File: src/rtl/rx_reasm_pkg.sv
package rx_reasm_pkg;
  typedef enum logic [1:0] {
    MODE_AAL5 = 2'd0,
    MODE_PTI  = 2'd1,
    MODE_CNT  = 2'd2,
    MODE_RSVD = 2'd3
  } rmode_e;
endpackage

File: src/rtl/rx_reasm_chan_tbl.sv
module rx_reasm_chan_tbl
  import rx_reasm_pkg::*;
#(
  parameter int NUM_CHAN = 16,
  parameter int CNT_W    = 8,
  parameter int BUF_W    = 16,
  localparam int CHAN_W  = $clog2(NUM_CHAN)
) (
  input  logic              clk_i,
  input  logic              rst_ni,
  input  logic              cfg_we_i,
  input  logic [CHAN_W-1:0] cfg_idx_i,
  input  logic              cfg_en_i,
  input  rmode_e            cfg_mode_i,
  input  logic [CNT_W-1:0]  cfg_len_i,
  input  logic              upd_we_i,
  input  logic [CHAN_W-1:0] upd_idx_i,
  input  logic [CNT_W-1:0]  upd_cnt_i,
  input  logic              upd_act_i,
  input  logic              upd_wait_i,
  input  logic [BUF_W-1:0]  upd_sbuf_i,
  input  logic [CHAN_W-1:0] rd_idx_i,
  output logic              rd_en_o,
  output rmode_e            rd_mode_o,
  output logic [CNT_W-1:0]  rd_len_o,
  output logic [CNT_W-1:0]  rd_cnt_o,
  output logic              rd_act_o,
  output logic              rd_wait_o,
  output logic [BUF_W-1:0]  rd_sbuf_o
);
  logic [NUM_CHAN-1:0] en_v, act_v, wait_v;
  rmode_e              mode_v [NUM_CHAN];
  logic [CNT_W-1:0]    len_v  [NUM_CHAN];
  logic [CNT_W-1:0]    cnt_v  [NUM_CHAN];
  logic [BUF_W-1:0]    sbuf_v [NUM_CHAN];

  for (genvar g = 0; g < NUM_CHAN; g++) begin : g_ent
    logic             en_q, act_q, wait_q;
    rmode_e           mode_q;
    logic [CNT_W-1:0] len_q, cnt_q;
    logic [BUF_W-1:0] sbuf_q;
    logic             cfg_hit, upd_hit;

    assign cfg_hit = cfg_we_i && (cfg_idx_i == CHAN_W'(g));
    assign upd_hit = upd_we_i && (upd_idx_i == CHAN_W'(g));

    always_ff @(posedge clk_i or negedge rst_ni) begin
      if (!rst_ni) begin
        en_q   <= 1'b0;
        act_q  <= 1'b0;
        wait_q <= 1'b0;
        mode_q <= MODE_AAL5;
        len_q  <= '0;
        cnt_q  <= '0;
        sbuf_q <= '0;
      end else if (cfg_hit) begin
        en_q   <= cfg_en_i;
        mode_q <= cfg_mode_i;
        len_q  <= cfg_len_i;
        cnt_q  <= cfg_len_i;
        act_q  <= 1'b0;
        wait_q <= 1'b0;
      end else if (upd_hit) begin
        cnt_q  <= upd_cnt_i;
        act_q  <= upd_act_i;
        wait_q <= upd_wait_i;
        sbuf_q <= upd_sbuf_i;
      end
    end

    assign en_v[g]   = en_q;
    assign act_v[g]  = act_q;
    assign wait_v[g] = wait_q;
    assign mode_v[g] = mode_q;
    assign len_v[g]  = len_q;
    assign cnt_v[g]  = cnt_q;
    assign sbuf_v[g] = sbuf_q;
  end

  assign rd_en_o   = en_v[rd_idx_i];
  assign rd_act_o  = act_v[rd_idx_i];
  assign rd_wait_o = wait_v[rd_idx_i];
  assign rd_mode_o = mode_v[rd_idx_i];
  assign rd_len_o  = len_v[rd_idx_i];
  assign rd_cnt_o  = cnt_v[rd_idx_i];
  assign rd_sbuf_o = sbuf_v[rd_idx_i];


  act_wait_excl_chk: assert property (@(posedge clk_i) disable iff (!rst_ni)
    !(rd_act_o && rd_wait_o));
endmodule

File: src/rtl/rx_reasm_eop_det.sv
module rx_reasm_eop_det
  import rx_reasm_pkg::*;
#(
  parameter int CNT_W = 8
) (
  input  rmode_e           mode_i,
  input  logic [CNT_W-1:0] cnt_i,
  input  logic [CNT_W-1:0] len_i,
  input  logic             pti_end_i,
  output logic             eop_o,
  output logic [CNT_W-1:0] cnt_nxt_o
);
  logic [CNT_W-1:0] cnt_dec;

  always_comb begin
    cnt_dec   = cnt_i - CNT_W'(1);
    eop_o     = pti_end_i;
    cnt_nxt_o = cnt_i;
    if (mode_i == MODE_CNT) begin
      eop_o     = (cnt_dec == '0);
      cnt_nxt_o = eop_o ? len_i : cnt_dec;
    end
  end
endmodule

File: src/rtl/rx_reasm_cpl_reg.sv
module rx_reasm_cpl_reg #(
  parameter int CHAN_W = 4,
  parameter int BUF_W  = 16
) (
  input  logic              clk_i,
  input  logic              rst_ni,
  input  logic              load_i,
  input  logic [CHAN_W-1:0] chan_i,
  input  logic [31:0]       hdr_i,
  input  logic [31:0]       trailer_i,
  input  logic [BUF_W-1:0]  buf_i,
  output logic              valid_o,
  input  logic              ready_i,
  output logic [CHAN_W-1:0] chan_o,
  output logic [31:0]       hdr_o,
  output logic [31:0]       trailer_o,
  output logic [BUF_W-1:0]  buf_o
);
  always_ff @(posedge clk_i or negedge rst_ni) begin
    if (!rst_ni) begin
      valid_o   <= 1'b0;
      chan_o    <= '0;
      hdr_o     <= '0;
      trailer_o <= '0;
      buf_o     <= '0;
    end else if (load_i) begin
      valid_o   <= 1'b1;
      chan_o    <= chan_i;
      hdr_o     <= hdr_i;
      trailer_o <= trailer_i;
      buf_o     <= buf_i;
    end else if (ready_i) begin
      valid_o   <= 1'b0;
    end
  end


  cpl_hold_chk: assert property (@(posedge clk_i) disable iff (!rst_ni)
    valid_o && !ready_i |=> valid_o && $stable(trailer_o) && $stable(hdr_o) && $stable(buf_o));
endmodule

File: src/rtl/rx_reasm_ctrl.sv
module rx_reasm_ctrl
  import rx_reasm_pkg::*;
#(
  parameter int NUM_CHAN   = 16,
  parameter int CNT_W      = 8,
  parameter int BUF_W      = 16,
  parameter int CELL_BYTES = 48,
  parameter int TRL_OFS    = 40,
  localparam int CHAN_W    = $clog2(NUM_CHAN),
  localparam int PAY_W     = CELL_BYTES * 8
) (
  input  logic              clk_i,
  input  logic              rst_ni,
  input  logic              cfg_we_i,
  input  logic [CHAN_W-1:0] cfg_chan_i,
  input  logic              cfg_en_i,
  input  logic [1:0]        cfg_mode_i,
  input  logic [CNT_W-1:0]  cfg_len_i,
  input  logic              cell_valid_i,
  output logic              cell_ready_o,
  input  logic [CHAN_W-1:0] cell_chan_i,
  input  logic [31:0]       cell_hdr_i,
  input  logic [PAY_W-1:0]  cell_payload_i,
  output logic              buf_req_o,
  input  logic              buf_avail_i,
  input  logic [BUF_W-1:0]  buf_ptr_i,
  output logic              store_valid_o,
  output logic [CHAN_W-1:0] store_chan_o,
  output logic              store_sop_o,
  output logic              store_eop_o,
  output logic [BUF_W-1:0]  store_buf_o,
  output logic [PAY_W-1:0]  store_payload_o,
  output logic              cpl_valid_o,
  input  logic              cpl_ready_i,
  output logic [CHAN_W-1:0] cpl_chan_o,
  output logic [31:0]       cpl_hdr_o,
  output logic [31:0]       cpl_trailer_o,
  output logic [BUF_W-1:0]  cpl_buf_o
);
  localparam int TRL_LSB = (CELL_BYTES - TRL_OFS - 4) * 8;
  localparam int PTI_END_BIT = 1;

  logic             rd_en, rd_act, rd_wait;
  rmode_e           rd_mode;
  logic [CNT_W-1:0] rd_len, rd_cnt, cnt_nxt;
  logic [BUF_W-1:0] rd_sbuf;
  logic             accept, live, eop, start_ok, do_store;
  logic             act_nxt, wait_nxt;
  logic [BUF_W-1:0] sbuf_nxt;

  rx_reasm_chan_tbl #(.NUM_CHAN(NUM_CHAN), .CNT_W(CNT_W), .BUF_W(BUF_W)) tbl_i (
    .clk_i      (clk_i),
    .rst_ni     (rst_ni),
    .cfg_we_i   (cfg_we_i),
    .cfg_idx_i  (cfg_chan_i),
    .cfg_en_i   (cfg_en_i),
    .cfg_mode_i (rmode_e'(cfg_mode_i)),
    .cfg_len_i  (cfg_len_i),
    .upd_we_i   (live),
    .upd_idx_i  (cell_chan_i),
    .upd_cnt_i  (cnt_nxt),
    .upd_act_i  (act_nxt),
    .upd_wait_i (wait_nxt),
    .upd_sbuf_i (sbuf_nxt),
    .rd_idx_i   (cell_chan_i),
    .rd_en_o    (rd_en),
    .rd_mode_o  (rd_mode),
    .rd_len_o   (rd_len),
    .rd_cnt_o   (rd_cnt),
    .rd_act_o   (rd_act),
    .rd_wait_o  (rd_wait),
    .rd_sbuf_o  (rd_sbuf)
  );

  rx_reasm_eop_det #(.CNT_W(CNT_W)) eop_i (
    .mode_i    (rd_mode),
    .cnt_i     (rd_cnt),
    .len_i     (rd_len),
    .pti_end_i (cell_hdr_i[PTI_END_BIT]),
    .eop_o     (eop),
    .cnt_nxt_o (cnt_nxt)
  );

  // cells stall while a completion is pending or a channel is being reconfigured
  assign cell_ready_o = !cpl_valid_o && !cfg_we_i;
  assign accept       = cell_valid_i && cell_ready_o;
  assign live         = accept && rd_en;
  assign buf_req_o    = live && !rd_act && !rd_wait;
  assign start_ok     = buf_req_o && buf_avail_i;
  assign do_store     = live && !rd_wait && (rd_act || buf_avail_i);
  assign sbuf_nxt     = start_ok ? buf_ptr_i : rd_sbuf;

  always_comb begin
    act_nxt  = 1'b0;
    wait_nxt = 1'b0;
    if (rd_wait) begin
      wait_nxt = !eop;
    end else if (!rd_act) begin
      act_nxt  = buf_avail_i && !eop;
      wait_nxt = !buf_avail_i && !eop;
    end else begin
      act_nxt  = !eop;
    end
  end

  always_ff @(posedge clk_i or negedge rst_ni) begin
    if (!rst_ni) begin
      store_valid_o   <= 1'b0;
      store_chan_o    <= '0;
      store_sop_o     <= 1'b0;
      store_eop_o     <= 1'b0;
      store_buf_o     <= '0;
      store_payload_o <= '0;
    end else begin
      store_valid_o <= do_store;
      if (do_store) begin
        store_chan_o    <= cell_chan_i;
        store_sop_o     <= !rd_act;
        store_eop_o     <= eop;
        store_buf_o     <= sbuf_nxt;
        store_payload_o <= cell_payload_i;
      end
    end
  end

  rx_reasm_cpl_reg #(.CHAN_W(CHAN_W), .BUF_W(BUF_W)) cpl_i (
    .clk_i     (clk_i),
    .rst_ni    (rst_ni),
    .load_i    (do_store && eop),
    .chan_i    (cell_chan_i),
    .hdr_i     (cell_hdr_i),
    .trailer_i (cell_payload_i[TRL_LSB +: 32]),
    .buf_i     (sbuf_nxt),
    .valid_o   (cpl_valid_o),
    .ready_i   (cpl_ready_i),
    .chan_o    (cpl_chan_o),
    .hdr_o     (cpl_hdr_o),
    .trailer_o (cpl_trailer_o),
    .buf_o     (cpl_buf_o)
  );


  sop_needs_grant_chk: assert property (@(posedge clk_i) disable iff (!rst_ni)
    store_valid_o && store_sop_o |-> $past(buf_req_o && buf_avail_i));

  store_from_accept_chk: assert property (@(posedge clk_i) disable iff (!rst_ni)
    store_valid_o |-> $past(cell_valid_i && cell_ready_o));

  eop_posts_cpl_chk: assert property (@(posedge clk_i) disable iff (!rst_ni)
    store_valid_o && store_eop_o |-> cpl_valid_o && cpl_chan_o == store_chan_o);

  cfg_blocks_cell_chk: assert property (@(posedge clk_i) disable iff (!rst_ni)
    cfg_we_i |=> !store_valid_o);
endmodule

File: config.mk
export PLATFORM = sky130hd
export DESIGN_NAME = rx_reasm_ctrl
export DESIGN_NICKNAME = d
export VERILOG_FILES = /design/src/rtl/rx_reasm_pkg.sv /design/src/rtl/rx_reasm_chan_tbl.sv /design/src/rtl/rx_reasm_eop_det.sv /design/src/rtl/rx_reasm_cpl_reg.sv /design/src/rtl/rx_reasm_ctrl.sv
export SDC_FILE = /design/constraint.sdc
export NUM_CORES = 2
export LEC_CHECK = 0
export BUFFER_PORTS_ARGS = -buffer_cell sky130_fd_sc_hd__buf_4
export CAP_MARGIN = 30
export CORE_AREA = 4 4 365 367
export DETAILED_ROUTE_END_ITERATION = 6
export DIE_AREA = 0 0 369 371
export GPL_TIMING_DRIVEN = 0
export HOLD_SLACK_MARGIN = 0.05
export RECOVER_POWER = 25
export SYNTH_ARGS = -nofsm -noshare
export SYNTH_HDL_FRONTEND = slang
export SYNTH_SLANG_ARGS = --single-unit
File: constraint.sdc
create_clock -name clk_i -period 4.7 [get_ports clk_i]
set_input_delay 0 -clock clk_i [delete_from_list [all_inputs] [get_ports clk_i]]
set_output_delay 0 -clock clk_i [all_outputs]
set_load 0.05 [all_outputs]
### Yosys cells after proc, flatten, opt, wreduce, memory -nomap -nowiden

Cells that the tools add are included.

| word-level totals | value |
|---|---|
| register bits after elaboration | 1084 |
| output and inout bits | 494 |
| word-level logic and storage cells | 384 |

| operators by class | value |
|---|---|
| add/sub/neg operators | 1 |
| magnitude comparators | 2 |
| equality and inequality tests | 31 |
| muxes and demuxes | 124 |
| bitwise gates (word level) | 17 |
| reduce and logical (&&, ||, !) cells | 86 |

Operators by type and width:

| cell | count |
|---|---|
| $mux W8 | 38 |
| $mux W1 | 74 |
| $bmux W16 S4 | 1 |
| $bmux W8 S4 | 2 |
| $eq A4 B4 Y1 const B | 16 |
| $mux W16 | 3 |
| $logic_and A1 B1 Y1 | 43 |
| $reduce_bool A2 Y1 | 17 |
| $eq A4 B3 Y1 const B | 8 |
| $reduce_and A2 Y1 | 16 |
| $eq A4 B2 Y1 const B | 4 |
| $not A1 Y1 | 16 |
| $bmux W1 S4 | 3 |
| $bmux W2 S4 | 1 |
| $eq A4 B1 Y1 const B | 2 |
| $logic_not A4 Y1 | 2 |
| $logic_not A8 Y1 | 1 |
| $sub A8 B1 Y8 const B | 1 |
| $logic_not A1 Y1 | 6 |
| $ge A5 B5 Y1 const B | 1 |
| $lt A4 B5 Y1 const B | 1 |
| $not A4 Y5 | 1 |
| $mux W2 | 2 |
| $eq A2 B2 Y1 const B | 1 |
| $logic_or A1 B1 Y1 | 1 |

### Logic depth before layout (Yosys ltp)

| logic depth | value |
|---|---|
| depth in word-level cells | 13 |
| depth in mapped cells | 16 |
| depth with buffers taken out | 12 |

### Modules after synthesis

Synthesis repeated with hierarchy kept, for this count alone.

| second synthesis, totals | value |
|---|---|
| cells, all modules | 3382 |
| area, all modules | 47904.7 um^2 |

By module, submodules not included:

| module | instances | cells an instance | area each (um^2) |
|---|---|---|---|
| rx_reasm_chan_tbl | 1 | 2234 | 28833.9 |
| rx_reasm_ctrl | 1 | 910 | 15468.6 |
| rx_reasm_cpl_reg | 1 | 180 | 3163.0 |
| rx_reasm_eop_det | 1 | 58 | 439.2 |

### Worst setup path before layout

OpenSTA, ideal clock, no wires.

| timing | value |
|---|---|
| kind | flip-flop to flip-flop |
| start point | register cpl_i.valid_o |
| end point | register tbl_i.g_ent[0].sbuf_q[11] |
| arrival time | 4.258 ns |
| setup slack | 0.310 ns |
| cell stages (with the launch flop) | 12 |
| clock period less this slack | 4.390 ns |
| cells stage by stage | dfrtp_1 nor2_1 nand2_1 nor3_1 a21oi_1 nor3_1 and2_1 buf_4 buf_6 mux2i_1 buf_2 o21ai_0 |

| on the way | value |
|---|---|
| cells in the longest elaborated chain, start to end | 8 |
| elaborated cells between the ends (all ways) | 10 |
| those cells by class | mux: 1; reduce/logical: 9 |

Ends and longest elaborated chain:

| what | line | source |
|---|---|---|
| start: declaration | rx_reasm_cpl_reg.sv:12 | `output logic valid_o,` |
| start signal: assignment | rx_reasm_cpl_reg.sv:21 | `valid_o <= 1'b0;` |
| start signal: assignment | rx_reasm_cpl_reg.sv:27 | `valid_o <= 1'b1;` |
| start signal: assignment | rx_reasm_cpl_reg.sv:33 | `valid_o <= 1'b0;` |
| $logic_not A1 Y1 | rx_reasm_ctrl.sv:85 | `assign cell_ready_o = !cpl_valid_o && !cfg_we_i;` |
| $logic_and A1 B1 Y1 | rx_reasm_ctrl.sv:85 |  |
| named net cell_ready_o | rx_reasm_ctrl.sv:20 | `output logic cell_ready_o,` |
| $logic_and A1 B1 Y1 | rx_reasm_ctrl.sv:86 | `assign accept = cell_valid_i && cell_ready_o;` |
| $logic_and A1 B1 Y1 | rx_reasm_ctrl.sv:87 | `assign live = accept && rd_en;` |
| $logic_and A1 B1 Y1 (2 in series) | rx_reasm_ctrl.sv:88 | `assign buf_req_o = live && !rd_act && !rd_wait;` |
| named net buf_req_o | rx_reasm_ctrl.sv:24 | `output logic buf_req_o,` |
| $logic_and A1 B1 Y1 | rx_reasm_ctrl.sv:89 | `assign start_ok = buf_req_o && buf_avail_i;` |
| $mux W16 | rx_reasm_ctrl.sv:91 | `assign sbuf_nxt = start_ok ? buf_ptr_i : rd_sbuf;` |
| end signal: assignment | rx_reasm_chan_tbl.sv:67 | `sbuf_q <= upd_sbuf_i;` |
| end: declaration | rx_reasm_chan_tbl.sv:41 | `logic [BUF_W-1:0] sbuf_q;` |

The timed path passes the listed nets, and every way through them passes these cells.
A chain may end at the register's enable or synchronous reset.

### Worst setup path in the final report

| timing | value |
|---|---|
| start point | input cell_chan_i[1] |
| end point | register tbl_i.g_ent[2].sbuf_q[11] |

| on the way | value |
|---|---|
| cells in the longest elaborated chain, start to end | 7 |
| elaborated cells between the ends (all ways) | 20 |
| those cells by class | eq/ne: 1; mux: 10; bitwise: 1; reduce/logical: 8 |

Ends and longest elaborated chain:

| what | line | source |
|---|---|---|
| start: declaration | rx_reasm_ctrl.sv:21 | `input logic [CHAN_W-1:0] cell_chan_i,` |
| $bmux W1 S4 (on tied branches) | rx_reasm_chan_tbl.sv:80, rx_reasm_chan_tbl.sv:81 |  |
| $mux W1 (on tied branches) | rx_reasm_chan_tbl.sv:80, rx_reasm_chan_tbl.sv:81 |  |
| $logic_and A1 B1 Y1 or $logic_not A1 Y1 (tied branches) | rx_reasm_ctrl.sv:87, rx_reasm_ctrl.sv:88 |  |
| $logic_and A1 B1 Y1 (2 in series) | rx_reasm_ctrl.sv:88 |  |
| $logic_and A1 B1 Y1 | rx_reasm_ctrl.sv:89 |  |
| $mux W16 | rx_reasm_ctrl.sv:91 |  |
| end signal: assignment | rx_reasm_chan_tbl.sv:67 |  |
| end: declaration | rx_reasm_chan_tbl.sv:41 |  |

Several ways; a longest one is shown, not always the timed one. The select of a mux whose other input is x is not followed.

==> impl_metrics.toml <==
[worst_setup_path]
cp_data_required_time_ps = 5310
critical-path-slowest-cell = "clkbuf_1"
r2r_cells = 14
reg2reg_setup_slack_ps = 290
crit_arrival_ps = 5180
worst_r2r_endpoint = "cpl_i.hdr_o[7]$_DFFE_PN0P_"
timing_startpoint_of_the_critical_path = "cell_chan_i[1]"
crit_chain = "buf_4 -> buf_4 -> buf_2 -> buf_2 -> clkbuf_1 -> clkbuf_1 -> mux4_2 -> mux4_2 -> mux2i_1 -> buf_2 -> o21ai_0"
critical_path.reg2reg.startpoint = "tbl_i.g_ent[3].cnt_q[1]$_DFFE_PN0P_"
crit_top_cell = "buf_2"
worst_setup_path_end_kind = "flop"
sum_of_buffers_and_inverters_on_the_critical_path = 7
cp_slowest_stage_delay_ps = 800
criticalPathCategory = "primary input to flop"
biggest_fanout_along_the_worst_timing_path = 10
worst_path_dominant_cell_family = "buffers and inverters"
critPathLaunchType = "primary input"

[logic_synthesis]
synth.yosys.seq_area_share_pct = 59.9
cells_taking_the_most_area_after_synthesis = "dfrtp_1 (60%), mux2_2 (11%), mux4_2 (8.2%)"
synth-seq-cells = 1084
synth_async_sr_flop_share_pct = 100
synthCells = 3642
yosys.cell_types.count = 61
ys_warn_count = 0
syn-mean-instance-area_um2 = 12.4
netlist.area_leader.share_pct = 59.9
yosysTopAreaCell = "dfrtp_1"
postSynth.topFlopCell = "dfrtp_1"
number_of_flops_mapped_to_enable_cells_by_yosys = 0
netlist_area_before_placement_um2 = 45300
synth_nets = 4101

[final_layout]
nNetsFinal = 5829
post_route_cells_drive_above_1_share_pct = 25.6
area.growth.synth_to_final_pct = 41.4
final_cell_mix = "dfrtp_1 (1084), nand2_1 (862), dlygate4sd3_1 (650), clkbuf_1 (634), buf_4 (495)"
finish.utilization_pct = 49.5
final_common_cell = "dfrtp_1"

[global_routing]
globalRouteOverflowTotal = 0
antenna_violations_before_repair = 75
grt_max_degree = 170
first_global_vias = 39000
globalRouteTotalUtil_pct = 35.6
grt_pass1_wl_mm = 334

[floorplanning]
die_h_um = 371
coreArea_um2 = 129000
die_x_um = 369
initial_core_util_pct = 35.0
floorplan.io_pins = 951
dieArea_um2 = 137000
placement_rows = 132

[min_path]
worst_hold_path.num_cells = 3
min_from = "cell_payload_i[337]"
destination_of_the_worst_hold_path = "store_payload_o[337]$_DFFE_PN0P_"
worstHoldPathType = "primary input to flop"

[clocking]
clock_path_buffers = 3
clk_pin_slew_worst_paths_ps = 60
root_buffer = "clkbuf_16"
source_to_sink_clock_delay_at_the_later_pin_of_the_worst_skew_pair_ps = 760
cts_buffers = 119
post_cts_resize_count = 0
cts_tree = "built"
htree_num_levels = 3
clock_sink_count = 1084

[drt]
antenna_left = 0
wirelength_met1_mm = 96.1
route.final.wire_length_mm = 249
vias_per_cell = 5.40
detail_route.iter0.violations = 4290
detailroute.via_count = 39200
drt-wirelength-per-cell_um = 34.3
met2WireLength_mm = 109
routed.top_layer = "met5"
detail_route.first_pass.iterations = 6
drc = 0
detailroute.wirelength.met3_mm = 26.2

[placement]
gpl.final_weighted_congestion = 1.04
place.port_buffers = 940
place_hpwl_mm = 197
placement.setup.worst_slack_ps = -491

[run_status]
violations = "max-capacitance violations, max-slew violations"
result_of_the_run = "complete, but fails checks"

[sta]
final.setup_skew_ps = 64.4
drv_slew = 57
timing.final.ws_setup_ps = 128
timing.final.crit_period_ps = 4570
finalHoldWorstSlack_ps = 60.7
worst_pin_slew_ps = 3160
setup_viol = 0
max_freq_mhz = 219
worst_slew_margin_rel_pct = -110
finalHoldViolCount = 0
min_period_over_period_pct = 97.3
setup_repair_after_global_routing_missed_its_margin = "no"
fin_tns_setup_ps = 0

[power_and_ir_drop]
overall_power_consumption_mw = 41.3
vdd_ir_drop_max_mv = 0.679
power.leakage_nw = 28.8
power.density_nw_per_um2 = 644

[flow_run]
maxCapViolCount = 1
## where the power goes
group	leakage (nW)	switching (mW)	total (mW)	internal (mW)
Combinational	12.8	12.7	16.5	3.74
Clock	2.11	4.24	10.4	6.13
Sequential	13.9	2.42	14.4	12.0
Total	28.8	19.4	41.3	21.8
## layer usage
metal	vias to the layer above	track usage, %
met5	-	2.67
met4	28	19.3
met3	510	11.9
met2	2247	53.4
met1	20100	45.2
li1	16300	-
## layout make-up
cell class,count,area [um2]
multi-input combinational,2276,16900
buffer,256,1220
clock inverter,51,862
fill,11900,65400
sequential,1084,27100
tap,1742,2180
antenna,39,97.6
clock buffer,173,3470
timing repair buffer,1607,12100
inverter,26,97.6
## through the flow
stage | instance area [um2] | cells
2_1_floorplan | 45300 | 3642
3_3_place_gp | 54500 | 6324
3_5_place_dp | 54800 | 6337
4_1_cts | 65700 | 7210
5_1_grt | 64000 | 7244
6_report | 64000 | 7254
## cell families (layout without fill, tap and decap cells)
logic type               Yosys count  after routing  synth area share, %
AO/OA/AOI/OAI                    522            522                 6.91
XOR/XNOR                           6              6                0.133
adder cells (fa/ha/maj)            2              2               0.0552
buffers and inverters            282           2113                 2.92
flip-flops                      1084           1084                 59.9
multiplexers                     666            666                 20.5
other                              0             39                    0
AND/OR/NAND/NOR                 1080           1080                 9.58
## timing repair
action,in CTS,in global routing
buffers inserted,0,3
hold buffers,649,2
setup endpoints to repair,0,49
endpoints found under the hold margin,1073,2
## Yosys cell counts (all sizes together), types with 10 or more instances
| master | number |
|---|---|
| a21boi | 14 |
| a21o | 20 |
| a21oi | 37 |
| a221o | 13 |
| a22oi | 13 |
| and3 | 15 |
| buf | 107 |
| clkbuf | 149 |
| dfrtp | 1084 |
| inv | 26 |
| mux2 | 455 |
| mux2i | 47 |
| mux4 | 164 |
| nand2 | 863 |
| nand3 | 49 |
| nor2 | 94 |
| nor2b | 12 |
| nor3 | 10 |
| o211ai | 88 |
| o21ai | 305 |
## how the worst max path moves through the flow
stage | end | cells past startpoint
after floorplan | tbl_i.g_ent[0].sbuf_q[11]$_DFFE_PN0P_ | 11
after global placement | cpl_i.hdr_o[8]$_DFFE_PN0P_ | 1
after detailed placement | tbl_i.g_ent[13].sbuf_q[14]$_DFFE_PN0P_ | 12
after CTS | cpl_i.hdr_o[9]$_DFFE_PN0P_ | 13
after global routing | tbl_i.g_ent[2].sbuf_q[13]$_DFFE_PN0P_ | 11
final | tbl_i.g_ent[2].sbuf_q[11]$_DFFE_PN0P_ | 11
## registers in the layout, indices dropped and copies added (netlist names), 16 cells and up
name / flops
cpl_i.buf_o: 16
cpl_i.hdr_o: 32
cpl_i.trailer_o: 32
store_buf_o: 16
store_payload_o: 384
tbl_i.g_ent.act_q: 16
tbl_i.g_ent.cnt_q: 128
tbl_i.g_ent.en_q: 16
tbl_i.g_ent.len_q: 128
tbl_i.g_ent.mode_q: 32
tbl_i.g_ent.sbuf_q: 256
tbl_i.g_ent.wait_q: 16
## tightest hold or removal path, stage by stage
cell	delay, ps
dlygate4sd3_1	540
buf_4	110
mux2_2	130
No activity file was read; power rests on OpenSTA's default activity.
